--- src/rtl/enc_bringup_pkg.sv ---
package enc_bringup_pkg;

  typedef enum logic [2:0] {
    OP_WR, OP_WAIT_RDY, OP_WAIT_EOD, OP_DEC, OP_STREAM, OP_LOOP
  } op_e;

  typedef enum logic [1:0] {SQ_IDLE, SQ_RUN, SQ_DONE, SQ_ERR} sq_e;
  typedef enum logic [1:0] {BW_IDLE, BW_SETUP, BW_PULSE, BW_HOLD} bw_e;

  typedef struct packed {
    op_e        kind;
    logic [6:0] idx;
    logic [7:0] val;
  } step_t;

  localparam int unsigned STEP_W     = 5;
  localparam int unsigned CHUNK_STEP = 13;

  localparam logic [6:0] REG_IRQ_EN   = 7'h0C;
  localparam logic [6:0] REG_IRQ_STAT = 7'h0D;
  localparam logic [6:0] REG_DSP_CLK  = 7'h1E;
  localparam logic [6:0] REG_SOFT_RST = 7'h0B;
  localparam logic [6:0] REG_CMD      = 7'h08;
  localparam logic [6:0] REG_FW_DATA  = 7'h01;
  localparam logic [7:0] IRQ_RDY      = 8'h40;
  localparam logic [7:0] IRQ_EOD      = 8'h20;

  // Bring-up script; steps CHUNK_STEP..19 form the chunk loop.
  function automatic step_t script(input logic [STEP_W-1:0] s);
    step_t r;
    r = '{OP_LOOP, 7'h00, 8'h00};
    case (s)
      5'd0:  r = '{OP_WR,       REG_IRQ_EN,   IRQ_RDY};
      5'd1:  r = '{OP_WAIT_RDY, 7'h00,        8'h00};
      5'd2:  r = '{OP_WR,       REG_IRQ_STAT, IRQ_RDY};
      5'd3:  r = '{OP_WR,       REG_DSP_CLK,  8'h0A};
      5'd4:  r = '{OP_WR,       REG_SOFT_RST, 8'h55};
      5'd5:  r = '{OP_WR,       REG_IRQ_EN,   IRQ_RDY};
      5'd6:  r = '{OP_WAIT_RDY, 7'h00,        8'h00};
      5'd7:  r = '{OP_WR,       REG_IRQ_STAT, IRQ_RDY};
      5'd8:  r = '{OP_DEC,      7'h00,        8'h00};
      5'd9:  r = '{OP_WR,       REG_SOFT_RST, 8'h55};
      5'd10: r = '{OP_WR,       REG_IRQ_EN,   IRQ_RDY};
      5'd11: r = '{OP_WAIT_RDY, 7'h00,        8'h00};
      5'd12: r = '{OP_WR,       REG_IRQ_STAT, IRQ_RDY};
      5'd13: r = '{OP_WR,       REG_CMD,      8'h04};
      5'd14: r = '{OP_WAIT_RDY, 7'h00,        8'h00};
      5'd15: r = '{OP_WR,       REG_IRQ_STAT, IRQ_RDY};
      5'd16: r = '{OP_STREAM,   REG_FW_DATA,  8'h00};
      5'd17: r = '{OP_WAIT_EOD, 7'h00,        8'h00};
      5'd18: r = '{OP_WR,       REG_IRQ_STAT, IRQ_EOD};
      default: r = '{OP_LOOP,   7'h00,        8'h00};
    endcase
    return r;
  endfunction

  function automatic logic [15:0] index_word(input logic [6:0] idx);
    return {9'd0, idx};
  endfunction

  function automatic logic [15:0] value_word(input logic [7:0] v);
    return {8'd0, v};
  endfunction

endpackage

--- src/rtl/enc_bus_wr.sv ---
module enc_bus_wr
  import enc_bringup_pkg::*;
#(
  parameter int unsigned SETUP_CYC = 2,
  parameter int unsigned PULSE_CYC = 3,
  parameter int unsigned HOLD_CYC  = 1,
  parameter int unsigned DW        = 16
) (
  input  logic          clk,
  input  logic          rst_n,
  input  logic          go_i,
  input  logic          sel_i,
  input  logic [DW-1:0] word_i,
  output logic          cs_n_o,
  output logic          wr_n_o,
  output logic          sel_o,
  output logic [DW-1:0] word_o,
  output logic          idle_o,
  output logic          done_o
);
  localparam int unsigned TMAX = (SETUP_CYC > PULSE_CYC) ?
    ((SETUP_CYC > HOLD_CYC) ? SETUP_CYC : HOLD_CYC) :
    ((PULSE_CYC > HOLD_CYC) ? PULSE_CYC : HOLD_CYC);
  localparam int unsigned CW = $clog2(TMAX + 1);

  bw_e           st_q;
  logic [CW-1:0] cnt_q;
  logic          sel_q;
  logic [DW-1:0] word_q;
  logic          last_tick;

  assign last_tick = (cnt_q == '0);

  always_ff @(posedge clk) begin
    if (!rst_n) begin
      st_q   <= BW_IDLE;
      cnt_q  <= '0;
      sel_q  <= 1'b0;
      word_q <= '0;
    end else begin
      unique case (st_q)
        BW_IDLE: if (go_i) begin
          st_q   <= BW_SETUP;
          cnt_q  <= CW'(SETUP_CYC - 1);
          sel_q  <= sel_i;
          word_q <= word_i;
        end
        BW_SETUP: if (last_tick) begin
          st_q  <= BW_PULSE;
          cnt_q <= CW'(PULSE_CYC - 1);
        end else cnt_q <= cnt_q - 1'b1;
        BW_PULSE: if (last_tick) begin
          st_q  <= BW_HOLD;
          cnt_q <= CW'(HOLD_CYC - 1);
        end else cnt_q <= cnt_q - 1'b1;
        BW_HOLD: if (last_tick) st_q <= BW_IDLE;
                 else cnt_q <= cnt_q - 1'b1;
        default: st_q <= BW_IDLE;
      endcase
    end
  end

  assign cs_n_o = (st_q == BW_IDLE);
  assign wr_n_o = (st_q != BW_PULSE);
  assign sel_o  = sel_q;
  assign word_o = word_q;
  assign idle_o = (st_q == BW_IDLE);
  assign done_o = (st_q == BW_HOLD) && last_tick;

endmodule

--- src/rtl/enc_irq_watch.sv ---
module enc_irq_watch #(
  parameter int unsigned IRQ_TIMEOUT = 1000
) (
  input  logic clk,
  input  logic rst_n,
  input  logic en_i,
  input  logic line_i,
  output logic hit_o,
  output logic expire_o
);
  localparam int unsigned TW = $clog2(IRQ_TIMEOUT + 1);

  logic [TW-1:0] cnt_q;

  always_ff @(posedge clk) begin
    if (!rst_n || !en_i) cnt_q <= '0;
    else if (!line_i)    cnt_q <= cnt_q + 1'b1;
  end

  assign hit_o    = en_i && line_i;
  assign expire_o = en_i && !line_i && (cnt_q == TW'(IRQ_TIMEOUT - 1));

endmodule

--- src/rtl/enc_bringup_seq.sv ---
module enc_bringup_seq
  import enc_bringup_pkg::*;
#(
  parameter int unsigned SETUP_CYC   = 2,
  parameter int unsigned PULSE_CYC   = 3,
  parameter int unsigned HOLD_CYC    = 1,
  parameter int unsigned IRQ_TIMEOUT = 100000,
  parameter int unsigned CHUNK_BYTES = 256
) (
  input  logic        clk,
  input  logic        rst_n,
  input  logic        start_i,
  input  logic        irq_ready_i,
  input  logic        irq_eod_i,
  input  logic        fw_valid_i,
  input  logic [7:0]  fw_data_i,
  input  logic        fw_last_i,
  output logic        fw_ready_o,
  output logic        cs_n_o,
  output logic        wr_n_o,
  output logic        port_sel_o,
  output logic [15:0] bus_data_o,
  output logic        dec_init_req_o,
  input  logic        dec_init_ack_i,
  output logic        done_o,
  output logic        error_o
);
  localparam int unsigned BW = (CHUNK_BYTES > 1) ? $clog2(CHUNK_BYTES) : 1;

  sq_e               sq_q;
  logic [STEP_W-1:0] step_q;
  logic              half_q;
  logic [BW-1:0]     bcnt_q;
  logic              last_q;
  logic              img_end_q;
  step_t             cur;

  // Named internal events, also used by the checker.
  logic        run, uses_bus, need_byte, bus_go, bus_idle, bus_done;
  logic        watch_en, watch_line, irq_hit, irq_expire, chunk_full;
  logic [15:0] bus_word;

  assign cur        = script(step_q);
  assign run        = (sq_q == SQ_RUN);
  assign uses_bus   = run && (cur.kind == OP_WR || cur.kind == OP_STREAM);
  assign need_byte  = (cur.kind == OP_STREAM) && half_q;
  assign bus_go     = uses_bus && bus_idle && (!need_byte || fw_valid_i);
  assign fw_ready_o = bus_go && need_byte;
  assign bus_word   = !half_q   ? index_word(cur.idx) :
                      need_byte ? value_word(fw_data_i) : value_word(cur.val);
  assign chunk_full = (bcnt_q == BW'(CHUNK_BYTES - 1));
  assign watch_en   = run && (cur.kind == OP_WAIT_RDY || cur.kind == OP_WAIT_EOD);
  assign watch_line = (cur.kind == OP_WAIT_RDY) ? irq_ready_i : irq_eod_i;

  enc_bus_wr #(
    .SETUP_CYC(SETUP_CYC), .PULSE_CYC(PULSE_CYC), .HOLD_CYC(HOLD_CYC), .DW(16)
  ) i_bus (
    .clk(clk), .rst_n(rst_n), .go_i(bus_go), .sel_i(half_q), .word_i(bus_word),
    .cs_n_o(cs_n_o), .wr_n_o(wr_n_o), .sel_o(port_sel_o), .word_o(bus_data_o),
    .idle_o(bus_idle), .done_o(bus_done)
  );

  enc_irq_watch #(.IRQ_TIMEOUT(IRQ_TIMEOUT)) i_watch (
    .clk(clk), .rst_n(rst_n), .en_i(watch_en), .line_i(watch_line),
    .hit_o(irq_hit), .expire_o(irq_expire)
  );

  always_ff @(posedge clk) begin
    if (!rst_n) begin
      sq_q      <= SQ_IDLE;
      step_q    <= '0;
      half_q    <= 1'b0;
      bcnt_q    <= '0;
      last_q    <= 1'b0;
      img_end_q <= 1'b0;
    end else if (!run) begin
      if (start_i) begin
        sq_q      <= SQ_RUN;
        step_q    <= '0;
        half_q    <= 1'b0;
        bcnt_q    <= '0;
        img_end_q <= 1'b0;
      end
    end else begin
      unique case (cur.kind)
        OP_WR: if (bus_done) begin
          half_q <= ~half_q;
          if (half_q) step_q <= step_q + 1'b1;
        end
        OP_STREAM: begin
          if (fw_ready_o) last_q <= fw_last_i;
          if (bus_done) begin
            if (!half_q) half_q <= 1'b1;
            else if (last_q || chunk_full) begin
              half_q    <= 1'b0;
              bcnt_q    <= '0;
              img_end_q <= last_q;
              step_q    <= step_q + 1'b1;
            end else bcnt_q <= bcnt_q + 1'b1;
          end
        end
        OP_WAIT_RDY, OP_WAIT_EOD: begin
          if (irq_hit)         step_q <= step_q + 1'b1;
          else if (irq_expire) sq_q   <= SQ_ERR;
        end
        OP_DEC: if (dec_init_ack_i) step_q <= step_q + 1'b1;
        OP_LOOP: begin
          if (img_end_q) sq_q   <= SQ_DONE;
          else           step_q <= STEP_W'(CHUNK_STEP);
        end
        default: sq_q <= SQ_ERR;
      endcase
    end
  end

  assign dec_init_req_o = run && (cur.kind == OP_DEC);
  assign done_o         = (sq_q == SQ_DONE);
  assign error_o        = (sq_q == SQ_ERR);

endmodule

--- config.mk ---
export PLATFORM = sky130hd
export DESIGN_NAME = enc_bringup_seq
export DESIGN_NICKNAME = d
export VERILOG_FILES = /design/src/rtl/enc_bringup_pkg.sv /design/src/rtl/enc_bus_wr.sv /design/src/rtl/enc_irq_watch.sv /design/src/rtl/enc_bringup_seq.sv
export SDC_FILE = /design/constraint.sdc
export NUM_CORES = 1
export LEC_CHECK = 0
export ABC_CLOCK_PERIOD_IN_PS = 10050
export BUFFER_PORTS_ARGS = -buffer_cell sky130_fd_sc_hd__clkbuf_2
export CAP_MARGIN = 20
export CORE_ASPECT_RATIO = 1.4
export CORE_MARGIN = 10
export CORE_UTILIZATION = 48
export CTS_CLUSTER_SIZE = 25
export DETAILED_ROUTE_END_ITERATION = 6
export GPL_TIMING_DRIVEN = 0
export PLACE_DENSITY = 0.68
export SLEW_MARGIN = 25
export SYNTH_ARGS = -nofsm -noshare
export SYNTH_HDL_FRONTEND = slang
export SYNTH_SLANG_ARGS = --single-unit
--- constraint.sdc ---
create_clock -name clk -period 10.05 [get_ports clk]
set_clock_uncertainty 0.2 [all_clocks]
set_input_delay 1.005 -clock clk [delete_from_list [all_inputs] [get_ports clk]]
set_output_delay 1.005 -clock clk [all_outputs]
set_load 0.02 [all_outputs]
# Word-level counts from Yosys, hierarchy flattened
# Memories as Yosys holds them, arrays and structs flattened. A register that Yosys moved wholly into a read port is not among the register bits.
# Index checks and enable logic that the tools add are counted.
[totals]
register_bits = 56
rom_bits = 480
inputBits = 16
out_inout_bits = 23
word_cells = 138
memories = 1
[memory_table]
columns = ["name", "depth", "width", "read_ports", "rd_ports_with_merged_regs", "write_ports", "line_no", "rtl"]
rows = [
  ["(no name shown)", 32, 15, 1, 1, 0, "enc_bringup_pkg.sv:32", "case (s)"],
]
[op_classes]
addsub = 4
n_eq_ne = 37
mux = 49
n_bitwise = 1
n_reduce_logical = 35
[op_table]
columns = ["cell", "count"]
rows = [
  ["2-to-1 mux 8 bit", 8],
  ["2-to-1 mux 5 bit", 12],
  ["one-hot mux 5 bit (5 select lines)", 1],
  ["2-to-1 mux 2 bit", 12],
  ["inequality test 3 bit (second input constant)", 8],
  ["adder 17 x 1 -> 17 bit (second input constant)", 1],
  ["equality test 17 bit (second input constant)", 1],
  ["one-hot mux 2 bit (4 select lines)", 2],
  ["2-to-1 mux 1 bit", 12],
  ["inequality test 2 x 1 -> 1 bit (second input constant)", 6],
  ["AND reduction 4 bit", 3],
  ["logical AND 1 bit", 11],
  ["inequality test 2 bit (second input constant)", 5],
  ["AND reduction 10 bit", 1],
  ["AND reduction 5 bit", 2],
  ["inequality test 3 x 2 -> 1 bit (second input constant)", 3],
  ["adder 8 x 1 -> 8 bit (second input constant)", 1],
  ["equality test 2 bit (second input constant)", 4],
  ["equality test 8 bit (second input constant)", 1],
  ["equality test 3 x 2 -> 1 bit (second input constant)", 2],
  ["equality test 3 bit (second input constant)", 2],
  ["inequality test 6 x 1 -> 1 bit (second input constant)", 1],
  ["one-hot mux 2 bit (3 select lines)", 1],
  ["adder 5 x 1 -> 5 bit (second input constant)", 1],
  ["15 further kinds", 25],
]

# Longest topological paths before layout
[depth]
ltp_word = 9
mapped_depth = 12
ltp_nobuf = 12

# Cells and area by module
# From an unflattened synthesis, not the netlist that was laid out.
[hier_totals]
cells_unflattened = 436
area_unflattened_um2 = 3671.0
[modules_own_cells]
columns = ["mod", "instances", "cells_each", "area_each_um2", "seq_area_each_um2"]
rows = [
  ["enc_bringup_seq", 1, 229, 1899.3, 600.6],
  ["enc_bus_wr", 1, 116, 964.7, 420.4],
  ["enc_irq_watch", 1, 91, 807.0, 340.3],
]

# Worst setup path after synthesis
# No wires, ideal clock.
[synth_timing]
kind = "input-to-reg"
startpoint = "in irq_ready_i"
endpoint = "reg cur[15] (netlist name)"
setup_time_ns = 0.119
arrival_time_ns = 3.080
t_required_ns = 9.731
path_slack_ns = 6.651
stages = 9
n_path_buf = 0
path_cell_list = "nor4b_1 a211o_1 a32oi_4 a21boi_0 o21ai_1 inv_1 ha_1 or4_1 o221a_2"
[synth_via]
elab_chain_len = 6
[synth_rtl]
columns = ["item", "line_no", "rtl"]
rows = [
  ["from (decl)", "enc_bringup_seq.sv:13", "input logic irq_ready_i,"],
  ["2-to-1 mux 1 bit", "enc_bringup_seq.sv:53", "assign watch_line = (cur.kind == OP_WAIT_RDY) ? irq_ready_i : irq_eod_i;"],
  ["logical AND 1 bit", "enc_irq_watch.sv:20", "assign hit_o = en_i && line_i;"],
  ["inequality test 3 x 2 -> 1 bit (no line)", "--", ""],
  ["AND reduction 10 bit (no line)", "--", ""],
  ["2-to-1 mux 5 bit (no line) (2 in a row)", "--", ""],
]
# Every way passes these cells.
# A chain may end at the register's enable or synchronous reset.

# Final worst setup path
[layout_timing]
startpoint = "reg cur[15] (netlist name)"
endpoint = "out fw_ready_o"
[layout_via]
elab_chain_len = 6
elab_cells_between_ends = 10
cone_classes = "eq/ne: 1; reduce/logical: 9"
[layout_rtl]
columns = ["item", "line_no", "rtl"]
rows = [
  ["equality test 3 bit / zero test 3 bit (equally long branches)", "enc_bringup_seq.sv:45, enc_bringup_seq.sv:46", ""],
  ["logical OR 1 bit / logical AND 1 bit (equally long branches)", "enc_bringup_seq.sv:45, enc_bringup_seq.sv:46", ""],
  ["logical AND 1 bit / zero test 1 bit (equally long branches)", "enc_bringup_seq.sv:45, enc_bringup_seq.sv:47", ""],
  ["logical AND 1 bit / logical OR 1 bit (equally long branches)", "enc_bringup_seq.sv:47", "assign bus_go = uses_bus && bus_idle && (!need_byte || fw_valid_i);"],
  ["logical AND 1 bit", "enc_bringup_seq.sv:47", ""],
  ["logical AND 1 bit *", "enc_bringup_seq.sv:48", "assign fw_ready_o = bus_go && need_byte;"],
  ["to (decl)", "enc_bringup_seq.sv:18", "output logic fw_ready_o,"],
]
# Mark *: on every way between the ends. The rest lies on a longest branch, timed or not.

==> out/qor.csv <==
metric;value;unit
fin_cells;537;
reg2reg_to;cur[15];
drt_iter0_drc;134;
core;6700;um^2
routed_wl;7620;um
seq_area_frac_synth;36.0;%
fin_tns_setup;0;ns
diodes;0;
start_kind;flip-flop;
use_met3;3.93;%
cp.arrival;2.41;ns
final_antenna_net_count;0;
stdcell_area;3830;um^2
cts_hold_buf;0;
die_x;90.5;um
cts-root-buf;clkbuf_8;
cp_max_fo;10;
yosys.area.top_type_share;36.0;%
synth_top_area_cell;dfxtp_1;
synth.distinct_cells;65;
rsz0062_at_grt;no;
layout_common_cells;60 x dfxtp_1, 52 x nor2_1, 31 x a21oi_1;
remaining_drc_errors;0;
reg2reg_slack;6.43;ns
viasPerCell;5.45;
fillers;646;
die_height;119;um
relSlewSlack;51.1;%
min_period;3.62;ns
synth-edff-count;0;
fmax;0.276;GHz
outcome;finished, final reports clean;
pin_count;39;
p_leak;1.55;nW
cts_tree;yes;
fp-row-count;35;
min_path_type;flip-flop to flip-flop;
path_depth;7;
placed_cells;521;
post_dp_cell_area;3630;um^2
max_slew.worst_pin.slew;0.728;ns
multiInputGateArea;1960;um^2
io_buffers;30;
path_buf_inv;3;
grt_use_met1;15.5;%
avgSynthCellArea;8.52;um^2
gr-total-overflow;0;
critPathRequiredTime;8.85;ns
final_common_cell;dfxtp_1;
area_delta_synth_final;14.7;%
clkSlewWorstSetupHoldPaths;0.07;ns
hpwl;5730;um
worstHoldStart;i_bus.word_o[0];
cts_buffer_depth;2;
clock_latency;0.34;ns
htree_levels;3;
gp_congestion;0.826;
setup_viol;0;
grt_start_max_net_pins;13;
cap_violations;0;
ys.flop_type;dfxtp_1;
final_nets;473;
critPathKind;flip-flop to output port;
cts_resized;0;
finalHoldViolations;0;
r2r-start;bcnt_q[0];
layout-drive-gt1-share;17.5;%
dr_total_vias;2924;
rr_worst_depth;10;
seqCellArea;1200;um^2
async_flop_share;0;%
yosys-top-cells-area;dfxtp_1 36%, ha_1 6.4%, nor2_1 5.8%;
hold_depth;2;
irDropWorstVdd;0.0993;mV
crit_path_cell_trace;buf_2 > nor3b_2 > nand2_1 > o211ai_1 > clkbuf_1 > nor2_1 > clkbuf_2;
use_met2;25.1;%
routedWlPerCell;14.2;um
grt_pass1_wl;12900;um
drtPass1Iterations;5;
synthesis.area;3340;um^2
min_to;i_bus.word_o[0];
gr-max-usage-layer;met2;
yosysWarnings;0;
track_usage;14.2;%
cts.sinks;60;
grt_pass1_vias;2770;
syn_inst;392;
final_core_util;57.2;%
dieArea;10700;um^2
crit_family;buffers and inverters;
power_density;157;nW/um^2
post-cts-setup-buffers;0;
maxSlewViolCount;0;
holdWs;0.289;ns
fin_crit_sh;36.0;%
end_kind;output port;
cts_made_buffers;9;
initial_core_util;49.9;%
slowest_stage;nor3b_2;
antenna_found_initial;0;
yosys_register_bits;60;
slowest_delay;0.40;ns
-- tightest hold or removal path, cell delays in order (launching register included) --
cell and delay [ns]:
dfxtp_1 0.33, a21oi_1 0.06, nor2_1 0.07
-- layout make-up --
cell class,instances,share of cell area [%]
multi-input cells,299,51.2
flip-flops and latches,60,31.4
repair buffers,30,3.92
plain buffers,23,3.59
clock buffers,9,3.23
well taps,92,3.00
clock inverters,7,1.96
inverters,17,1.73
-- logic make-up after synthesis --
logic type                 share of synthesized area, %
xor gates and xnor gates                           5.24
buffers and inverters                              6.10
muxes                                              4.19
and+or+nand+nor                                    24.0
DFF                                                36.0
adders and majority gates                          6.67
AOI/OAI and AO/OA                                  17.8
other                                             0.112
-- Yosys cell counts (5+ instances only) --
| cell | number |
|---|---|
| nand4_1 | 10 |
| buf_4 | 9 |
| xor2_1 | 15 |
| inv_1 | 14 |
| dfxtp_1 | 60 |
| nor3_1 | 7 |
| ha_1 | 17 |
| nor2_1 | 52 |
| a21oi_1 | 31 |
| xnor2_1 | 5 |
| clkbuf_1 | 9 |
| nand3_1 | 22 |
| nand2_1 | 27 |
| a211oi_1 | 8 |
| o21ai_0 | 12 |
| mux2i_1 | 10 |
| and3_1 | 7 |
| or3_1 | 6 |
-- per-stage QoR --
step                      power [mW]  worst slack, ns
after floorplan                0.357             6.65
after global placement         0.385             6.18
after detailed placement       0.389             6.11
final                          0.602             6.43
after global routing           0.636             6.18
after CTS                      0.606             6.41
-- registers in the layout, summed over array words and instances (netlist names) --
register and count:
img_end_q 1, last_q 1, bcnt_q 8, i_bus.sel_o 1, i_bus.word_o 8, i_watch.cnt_q 17
step_q 5, sq_q 2, cur 12, half_q 1, i_bus.st_q 2, i_bus.cnt_q 2
-- worst max-delay path by stage --
stage | start | end
6_report | cur[15] | fw_ready_o
5_1_grt | cur[15] | fw_ready_o
4_1_cts | cur[15] | fw_ready_o
3_5_place_dp | irq_ready_i | cur[15]
3_3_place_gp | irq_ready_i | cur[15]
2_1_floorplan | irq_ready_i | cur[15]
-- per-layer routing --
layer,vias up,part of all wire (%)
met1,1360,41
li1,1476,-
met5,-,0
met3,16,4.5
met2,72,52
met4,0,2.2
-- report_power, final --
group	leakage, nW	switching [mW]	internal, mW
combinational	0.968	0.0815	0.0455
sequential	0.485	0.00826	0.248
clock	0.0918	0.103	0.115
total	1.55	0.193	0.409
Power figures use the tool's default switching activity.
